==> src/rtl/alm_pkg.sv <==
package alm_pkg;
  localparam int ALM_FIELDS = 4;
  localparam int ALM_DATA_W = 8;
  localparam int ALM_ADDR_W = 2;
  localparam int ALM_TIME_W = 7;
  localparam int ALM_DD_W   = 6;
  localparam int ALM_DOW_W  = 3;

  localparam int MASK_BIT   = 7;
  localparam int DSEL_BIT   = 6;

  typedef enum logic [ALM_ADDR_W-1:0] {
    SLOT_SEC     = 2'd0,
    SLOT_MIN     = 2'd1,
    SLOT_HOUR    = 2'd2,
    SLOT_DAYDATE = 2'd3
  } alm_slot_e;

  typedef logic [ALM_FIELDS-1:0][ALM_DATA_W-1:0] alm_regs_t;
endpackage

==> src/rtl/alm_rst_sync.sv <==
module alm_rst_sync #(
  parameter int STAGES = 2
) (
  input  logic clk,
  input  logic rst_n_in,
  output logic rst_n_out
);
  logic [STAGES-1:0] chain_q;
  logic [STAGES-1:0] chain_d;

  always_comb begin
    chain_d = {chain_q[STAGES-2:0], 1'b1};
  end

  always_ff @(posedge clk or negedge rst_n_in) begin
    if (!rst_n_in) chain_q <= '0;
    else           chain_q <= chain_d;
  end

  assign rst_n_out = chain_q[STAGES-1];
endmodule

==> src/rtl/alm_regfile.sv <==
module alm_regfile
  import alm_pkg::*;
(
  input  logic                  clk,
  input  logic                  rst_n,
  input  logic                  wr_en,
  input  logic [ALM_ADDR_W-1:0] wr_addr,
  input  logic [ALM_DATA_W-1:0] wr_data,
  input  logic [ALM_ADDR_W-1:0] rd_addr,
  output logic [ALM_DATA_W-1:0] rd_data,
  output alm_regs_t             regs
);
  alm_regs_t regs_q;
  alm_regs_t regs_d;
  logic [ALM_FIELDS-1:0] reg_en;

  for (genvar g = 0; g < ALM_FIELDS; g++) begin : g_slot
    always_comb begin
      reg_en[g] = wr_en && (wr_addr == ALM_ADDR_W'(g));
      regs_d[g] = reg_en[g] ? wr_data : regs_q[g];
    end

    always_ff @(posedge clk or negedge rst_n) begin
      if (!rst_n)         regs_q[g] <= '0;
      else if (reg_en[g]) regs_q[g] <= regs_d[g];
    end
  end

  always_comb begin
    rd_data = regs_q[rd_addr];
  end

  assign regs = regs_q;

  assert_write_lands_R2: assert property (@(posedge clk) disable iff (!rst_n)
    wr_en |=> (regs_q[$past(wr_addr)] == $past(wr_data)));

  assert_hold_no_write_R2: assert property (@(posedge clk) disable iff (!rst_n)
    !wr_en |=> $stable(regs_q));
endmodule

==> src/rtl/alm_cmp.sv <==
module alm_cmp
  import alm_pkg::*;
(
  input  logic                  clk,
  input  logic                  rst_n,
  input  alm_regs_t             regs,
  input  logic [ALM_TIME_W-1:0] live_sec,
  input  logic [ALM_TIME_W-1:0] live_min,
  input  logic [ALM_TIME_W-1:0] live_hour,
  input  logic [ALM_DOW_W-1:0]  live_dow,
  input  logic [ALM_DD_W-1:0]   live_date,
  output logic                  match
);
  localparam int TIME_FIELDS = ALM_FIELDS - 1;

  logic [TIME_FIELDS-1:0][ALM_TIME_W-1:0] live_time;
  logic [ALM_FIELDS-1:0] field_ok;
  logic [ALM_DD_W-1:0]   dd_target;
  logic [ALM_DATA_W-1:0] dd_reg;

  always_comb begin
    live_time[SLOT_SEC]  = live_sec;
    live_time[SLOT_MIN]  = live_min;
    live_time[SLOT_HOUR] = live_hour;
  end

  for (genvar g = 0; g < TIME_FIELDS; g++) begin : g_time
    always_comb begin
      field_ok[g] = regs[g][MASK_BIT] ||
                    (regs[g][ALM_TIME_W-1:0] == live_time[g]);
    end
  end

  always_comb begin
    dd_reg    = regs[SLOT_DAYDATE];
    dd_target = dd_reg[DSEL_BIT] ? ALM_DD_W'(live_dow) : live_date;
    field_ok[SLOT_DAYDATE] = dd_reg[MASK_BIT] ||
                             (dd_reg[ALM_DD_W-1:0] == dd_target);
  end

  assign match = &field_ok;

  assert_all_masked_R10: assert property (@(posedge clk) disable iff (!rst_n)
    (regs[0][MASK_BIT] && regs[1][MASK_BIT] && regs[2][MASK_BIT] &&
     regs[3][MASK_BIT]) |-> match);

  assert_sec_mismatch_R3: assert property (@(posedge clk) disable iff (!rst_n)
    (!regs[SLOT_SEC][MASK_BIT] && (regs[SLOT_SEC][ALM_TIME_W-1:0] != live_sec))
      |-> !match);
endmodule

==> src/rtl/alm_flag.sv <==
module alm_flag (
  input  logic clk,
  input  logic rst_n,
  input  logic sec_tick,
  input  logic osc_en,
  input  logic match,
  input  logic flag_clr,
  output logic hit,
  output logic flag
);
  logic flag_q;
  logic flag_d;
  logic flag_en;

  always_comb begin
    hit     = sec_tick && osc_en && match;
    flag_en = hit || flag_clr;
    flag_d  = hit ? 1'b1 : 1'b0;
  end

  always_ff @(posedge clk or negedge rst_n) begin
    if (!rst_n)       flag_q <= 1'b0;
    else if (flag_en) flag_q <= flag_d;
  end

  assign flag = flag_q;

  assert_rise_needs_tick_R6: assert property (@(posedge clk) disable iff (!rst_n)
    !sec_tick |=> !$rose(flag_q));

  assert_osc_off_blocks_R7: assert property (@(posedge clk) disable iff (!rst_n)
    !osc_en |=> !$rose(flag_q));

  assert_sticky_R8: assert property (@(posedge clk) disable iff (!rst_n)
    (flag_q && !flag_clr) |=> flag_q);

  assert_clear_R8: assert property (@(posedge clk) disable iff (!rst_n)
    (flag_clr && !hit) |=> !flag_q);

  assert_hit_wins_R9: assert property (@(posedge clk) disable iff (!rst_n)
    hit |=> flag_q);
endmodule

==> src/rtl/rtc_alarm_match.sv <==
module rtc_alarm_match
  import alm_pkg::*;
#(
  parameter int SYNC_STAGES = 2
) (
  input  logic                  clk,
  input  logic                  rst_n,
  input  logic                  wr_en,
  input  logic [ALM_ADDR_W-1:0] wr_addr,
  input  logic [ALM_DATA_W-1:0] wr_data,
  input  logic [ALM_ADDR_W-1:0] rd_addr,
  output logic [ALM_DATA_W-1:0] rd_data,
  input  logic                  sec_tick,
  input  logic                  osc_en,
  input  logic [ALM_TIME_W-1:0] live_sec,
  input  logic [ALM_TIME_W-1:0] live_min,
  input  logic [ALM_TIME_W-1:0] live_hour,
  input  logic [ALM_DOW_W-1:0]  live_dow,
  input  logic [ALM_DD_W-1:0]   live_date,
  input  logic                  flag_clr,
  output logic                  alarm_flag
);
  logic      rst_n_s;
  alm_regs_t regs;
  logic      match;
  logic      hit;

  alm_rst_sync #(.STAGES(SYNC_STAGES)) u_rst (
    .clk       (clk),
    .rst_n_in  (rst_n),
    .rst_n_out (rst_n_s)
  );

  alm_regfile u_regs (
    .clk     (clk),
    .rst_n   (rst_n_s),
    .wr_en   (wr_en),
    .wr_addr (wr_addr),
    .wr_data (wr_data),
    .rd_addr (rd_addr),
    .rd_data (rd_data),
    .regs    (regs)
  );

  alm_cmp u_cmp (
    .clk       (clk),
    .rst_n     (rst_n_s),
    .regs      (regs),
    .live_sec  (live_sec),
    .live_min  (live_min),
    .live_hour (live_hour),
    .live_dow  (live_dow),
    .live_date (live_date),
    .match     (match)
  );

  alm_flag u_flag (
    .clk      (clk),
    .rst_n    (rst_n_s),
    .sec_tick (sec_tick),
    .osc_en   (osc_en),
    .match    (match),
    .flag_clr (flag_clr),
    .hit      (hit),
    .flag     (alarm_flag)
  );

  assert_dd_select_R5: assert property (@(posedge clk) disable iff (!rst_n_s)
    (!regs[SLOT_DAYDATE][MASK_BIT] && regs[SLOT_DAYDATE][DSEL_BIT] &&
     (regs[SLOT_DAYDATE][ALM_DD_W-1:0] != ALM_DD_W'(live_dow))) |-> !match);

  assert_mask_sec_R4: assert property (@(posedge clk) disable iff (!rst_n_s)
    (sec_tick && osc_en && regs[0][MASK_BIT] && regs[1][MASK_BIT] &&
     regs[2][MASK_BIT] && regs[3][MASK_BIT]) |=> alarm_flag);
endmodule

==> config.mk <==
export PLATFORM = sky130hd
export DESIGN_NAME = rtc_alarm_match
export DESIGN_NICKNAME = d
export VERILOG_FILES = /design/src/rtl/alm_pkg.sv /design/src/rtl/alm_rst_sync.sv /design/src/rtl/alm_regfile.sv /design/src/rtl/alm_cmp.sv /design/src/rtl/alm_flag.sv /design/src/rtl/rtc_alarm_match.sv
export SDC_FILE = /design/constraint.sdc
export NUM_CORES = 1
export LEC_CHECK = 0
export CAP_MARGIN = 20
export CORE_ASPECT_RATIO = 0.6
export CORE_MARGIN = 2
export CORE_UTILIZATION = 50
export CTS_CLUSTER_SIZE = 16
export DETAILED_ROUTE_END_ITERATION = 10
export PLACE_DENSITY = 0.95
export SETUP_SLACK_MARGIN = 0.1
export SLEW_MARGIN = 20
export SYNTH_ARGS = -nofsm -noshare
export SYNTH_HDL_FRONTEND = slang
export SYNTH_SLANG_ARGS = --single-unit
export TNS_END_PERCENT = 100
==> constraint.sdc <==
create_clock -name clk -period 3 [get_ports clk]
set_input_delay 0.3 -clock clk [delete_from_list [all_inputs] [get_ports clk]]
set_output_delay 0.3 -clock clk [all_outputs]
set_load 0.03 [all_outputs]
Yosys cells after proc, flatten, opt, wreduce, memory -nomap -nowiden:

Cells that the tools add are included.

* $lt $le $gt $ge: 1
* equal/unequal tests: 7
* muxes and demuxes: 4
* reduce and logical (&&, ||, !) cells: 13

Operators by type and width (count)
* 7-bit equality test: 3
* 8-bit binary-select mux with 2-bit select: 1
* 8-bit 2-to-1 mux: 1
* 6-bit equality test: 1
* 1-bit logical AND: 6
* 6-bit 2-to-1 mux: 1
* 1-bit logical OR: 5
* 2-bit equality test, second input constant: 2
* 4-bit AND reduction: 1
* 2-bit by 3-bit < comparator with 1-bit output, second input constant: 1
* 2-bit by 1-bit equality test with 1-bit output, second input constant: 1
* 2-bit logical NOT: 1
* 1-bit 2-to-1 mux: 1

* bits in registers: 35
* output and inout port bits: 9

Logic depth before layout (Yosys ltp):

* word-level depth: 6
* depth in mapped cells: 6

By module:

Synthesis repeated with hierarchy kept, for this count alone.

* cell total of the unflattened synthesis: 133
* area total of the unflattened synthesis: 1890.6 um^2

Modules (own cells, without submodules)
* alm_regfile: instances 1, cells an instance 78, area an instance 1401.3 um^2, sequential area each 800.8 um^2
* alm_cmp: instances 1, cells an instance 48, area an instance 387.9 um^2, sequential area each 0.0 um^2
* alm_rst_sync: instances 1, cells an instance 3, area an instance 53.8 um^2, sequential area each 50.0 um^2
* alm_flag: instances 1, cells an instance 4, area an instance 47.5 um^2, sequential area each 25.0 um^2

Worst setup path before layout:

No wires, ideal clock.

* path type: input port to output port
* from: in rd_addr[0]
* to: out rd_data[0]
* data arrival time: 1164 ps
* setup slack: 1536 ps
* stages on the path: 2
* path through: buf_2 -> mux4_2

* cells in the longest elaborated chain, start to end: 2

RTL lines
* start: declaration: RTL line rtc_alarm_match.sv:11 `input logic [ALM_ADDR_W-1:0] rd_addr,`
* 8-bit binary-select mux with 2-bit select: RTL line alm_regfile.sv:30 `rd_data = regs_q[rd_addr];`
* 8-bit 2-to-1 mux (implied by the code): RTL line alm_regfile.sv:30
* end: declaration: RTL line rtc_alarm_match.sv:12 `output logic [ALM_DATA_W-1:0] rd_data,`

No other way between the ends. The select of a mux whose other input is x is not followed.

Worst setup path after layout:

* from: in rd_addr[0]
* to: out rd_data[3]

Same word-level chain as after synthesis.

==> results.md <==
- Antenna violations before repair: 0
- Number of placed cells counting well taps: 237
- Share of the synthesized netlist area taken by xor and xnor gates: 0.117
- DRC violation count after routing: 0
- Number of nets produced by synthesis: 183
- Antenna diode count: 0
- Worst Skew: 4.56 ps
- Standby leakage power: 1.00 nW
- Cts-stage hold buffer count: 0
- Worst voltage drop across the vdd grid: 0.368 mV
- Data arrival, critical path: 2130 ps
- Total standard cell area after synthesis: 1870 um^2
- Part of the Yosys area used for sequential elements: 0.468
- Startpoint kind of the worst setup timing path: input pin
- Fraction of power consumed by combinational cells: 0.320
- RSZ-0062 raised after global routing: false
- Slew Limit Fails: 0
- Fraction of the mapped netlist area in compound gates: 0.0374
- Power per standard cell area: 551 nW/um^2
- Net switching fraction of the power: 0.307
- HPWL reported at the end of detailed placement: 3660 um
- Total via count in the routed design: 1417
- Worst Path Class, Setup: in -> out
- Critical path capture point type: output port
- Die width: 83.0 um
- Final Hold Viols: 0
- Sum of overflow across all layers after global routing: 0
- Global-route wire length before repair: 7510 um
- Most common cell after layout, fill and taps aside: sky130_fd_sc_hd__clkdlybuf4s50_1
- Largest net degree at the start of global routing: 34
- Critical path fanouts, max: 8
- Insertion delay of the later-clocked pin in the worst-skew pair: 280 ps
- Rows: 17
- Top achievable clock speed: 412 MHz
- Number of nets with antenna violations after detailed routing: 0
- Area share of fa/ha/maj cells after synthesis: 0
- Portion of the clock cycle consumed by the worst path in the final layout: 0.810
- P_sw: 0.433 mW
- Number of CTS-inserted buffers: 5
- Status: finished clean
- Cell Int Power: 0.977 mW
- Leading cell types in the layout, fill and taps excluded: 56 x sky130_fd_sc_hd__clkdlybuf4s50_1, 35 x sky130_fd_sc_hd__dfrtp_1, 32 x sky130_fd_sc_hd__mux2_2
- Multiplexer share of the synthesized area: 0.299
- Initial detailed-routing violation count: 85
- DR WL/cell: 19.3 um
- TritonRoute pass-1 iters: 4
- Area after DPL: 2490 um^2
- Part of the power in registers: 0.461
- Synth warn: 0
- Tightest Hold Check Type: in -> async
- Setup-failing EPs final: 0
- Vias/cell: 5.83
- Final critical delay including setup and external delays: 2430 ps
- Final cell count without fillers: 243
- Relative area change from synthesis to final layout: 36.7%
- Effective utilization at floorplan: 0.515
- Setup TNS: 0 ps
- Area of the die: 4270 um^2
- Flip-flop and latch count after synthesis: 35
- Nets: 245
- Post-synthesis instance total: 135
- Count of input and output buffers: 56
- Worst slew margin relative to its limit: 0.486
- Drt total wl: 4690 um
- Post-Layout Inst Area: 2560 um^2
- Final weighted congestion in routability-driven placement: 0.799
- Clock transition at path regs: 60 ps
- Post-synthesis share of cell area spent on and, or, nand and nor gates: 0.0621
- Die Height: 51.4 um
- Number of max-cap violations: 0
- H-tree depth reported by CTS: 2
- Top-level port count: 57
- Largest family of logic cells by synthesized area: multiplexers
- CTS Buffer Depth: 2
- Number of global-route vias before repair: 1453
- Clock net sink count: 35
- Proportion of layout cells with a drive suffix above 1: 0.250
- Required arrival time at the worst endpoint: 2700 ps
- Measured slew at the worst slew-check pin: 768 ps
- Total GRT Usage: 0.240
- CTS tree: yes
- Distinct cell type count of the synthesized netlist: 30
- Cts repair resizes: 0
- Setup Fix Bufs, Post-CTS: 0
- Clock power frac: 0.220
- Core box area: 3640 um^2
- Syn avg cell area: 13.9 um^2
- Clock root buffer master: sky130_fd_sc_hd__clkbuf_8
## cells by family (layout without fill, tap and decap cells)
family / Yosys count / after routing
xor+xnor: 25 / 25
compound gates: 9 / 9
buf+inv: 5 / 66
flops: 35 / 35
simple gates: 18 / 18
mux: 42 / 42
other cells: 1 / 1
## through the flow
stage | total power, mW | utilization | setup WS, ps | hold WS (ps)
global placement | 1.08 | 0.684 | 581 | 263
detailed placement | 1.11 | 0.684 | 564 | 282
CTS | 1.41 | 0.704 | 547 | 179
global route | 1.48 | 0.704 | 510 | 172
floorplan | 0.916 | - | 1540 | 4.41
finish | 1.41 | 0.704 | 570 | 178
## worst max-delay path, stage by stage
cell,delay (ps)
sky130_fd_sc_hd__clkdlybuf4s50_1,460
sky130_fd_sc_hd__buf_4,220
sky130_fd_sc_hd__mux4_2,540
sky130_fd_sc_hd__clkdlybuf4s50_1,610
## layout make-up
class                           count  area, um^2
Timing Repair Buffer               58         576
Sequential cell                    35         876
Fill cell                         253        1080
Multi-Input combinational cell     95         970
Inverter                            2        7.51
Clock buffer                        6        72.6
Tap cell                           47        58.8
## power groups by stage
stage	registers [mW]	logic [mW]	clock network, mW
2_1_floorplan	0.628	0.288	0
4_1_cts	0.647	0.455	0.311
6_report	0.649	0.451	0.310
3_5_place_dp	0.656	0.453	0
3_3_place_gp	0.643	0.438	0
5_1_grt	0.660	0.482	0.333
## cell usage after synthesis (all sizes together)
| cell type | n | area share |
|---|---|---|
| a31oi | 1 | 0.0033 |
| a41oi | 1 | 0.0047 |
| buf | 3 | 0.011 |
| conb | 1 | 0.0020 |
| dfrtp | 35 | 0.47 |
| inv | 2 | 0.0040 |
| mux2 | 32 | 0.19 |
| mux2i | 2 | 0.011 |
| mux4 | 8 | 0.096 |
| nand2 | 1 | 0.0020 |
| nand3 | 1 | 0.0027 |
| nand3b | 2 | 0.0080 |
| nand4 | 3 | 0.010 |
| nand4b | 1 | 0.0047 |
| nor2 | 2 | 0.0040 |
| nor2b | 1 | 0.0033 |
| nor3 | 2 | 0.0053 |
| nor3b | 1 | 0.0067 |
| nor4 | 3 | 0.010 |
| nor4bb | 1 | 0.0053 |
| o211ai | 1 | 0.0040 |
| o21ai | 2 | 0.0053 |
| o22ai | 1 | 0.0033 |
| o311a | 1 | 0.0053 |
| o31ai | 1 | 0.0067 |
| o32ai | 1 | 0.0047 |
| xnor2 | 14 | 0.065 |
| xor2 | 11 | 0.051 |
## layer usage
| layer | GRT usage | part of all wire |
|---|---|---|
| met1 | 0.331 | 0.46 |
| met2 | 0.388 | 0.47 |
| met3 | 0.0533 | 0.060 |
| met4 | 0.0656 | 0.0051 |
| met5 | 0 | 0 |
## worst paths after layout
kind | from | to | slack [ps] | cells past startpoint
min in group clk | u_rst.chain_q[0]$_DFF_PN0_ | u_rst.chain_q[1]$_DFF_PN0_ | 360 | 0
setup / recovery | rd_addr[0] | rd_data[3] | 570 | 4
max in group asynchronous | u_rst.chain_q[1]$_DFF_PN0_ | u_regs.regs[22]$_DFFE_PN0P_ | 2440 | 1
hold reg to reg | u_rst.chain_q[1]$_DFF_PN0_ | u_regs.regs[19]$_DFFE_PN0P_ | 260 | 1
setup reg to reg | u_regs.regs[30]$_DFFE_PN0P_ | u_flag.flag$_DFFE_PN0P_ | 1350 | 4
hold / removal | rst_n | u_rst.chain_q[0]$_DFF_PN0_ | 180 | 1
## registers in the layout (all words and copies together) (netlist names)
| signal | count |
|---|---|
| u_rst.chain_q | 2 |
| u_regs.regs | 32 |
| u_flag.flag | 1 |
No activity file was read; power rests on OpenSTA's default activity.
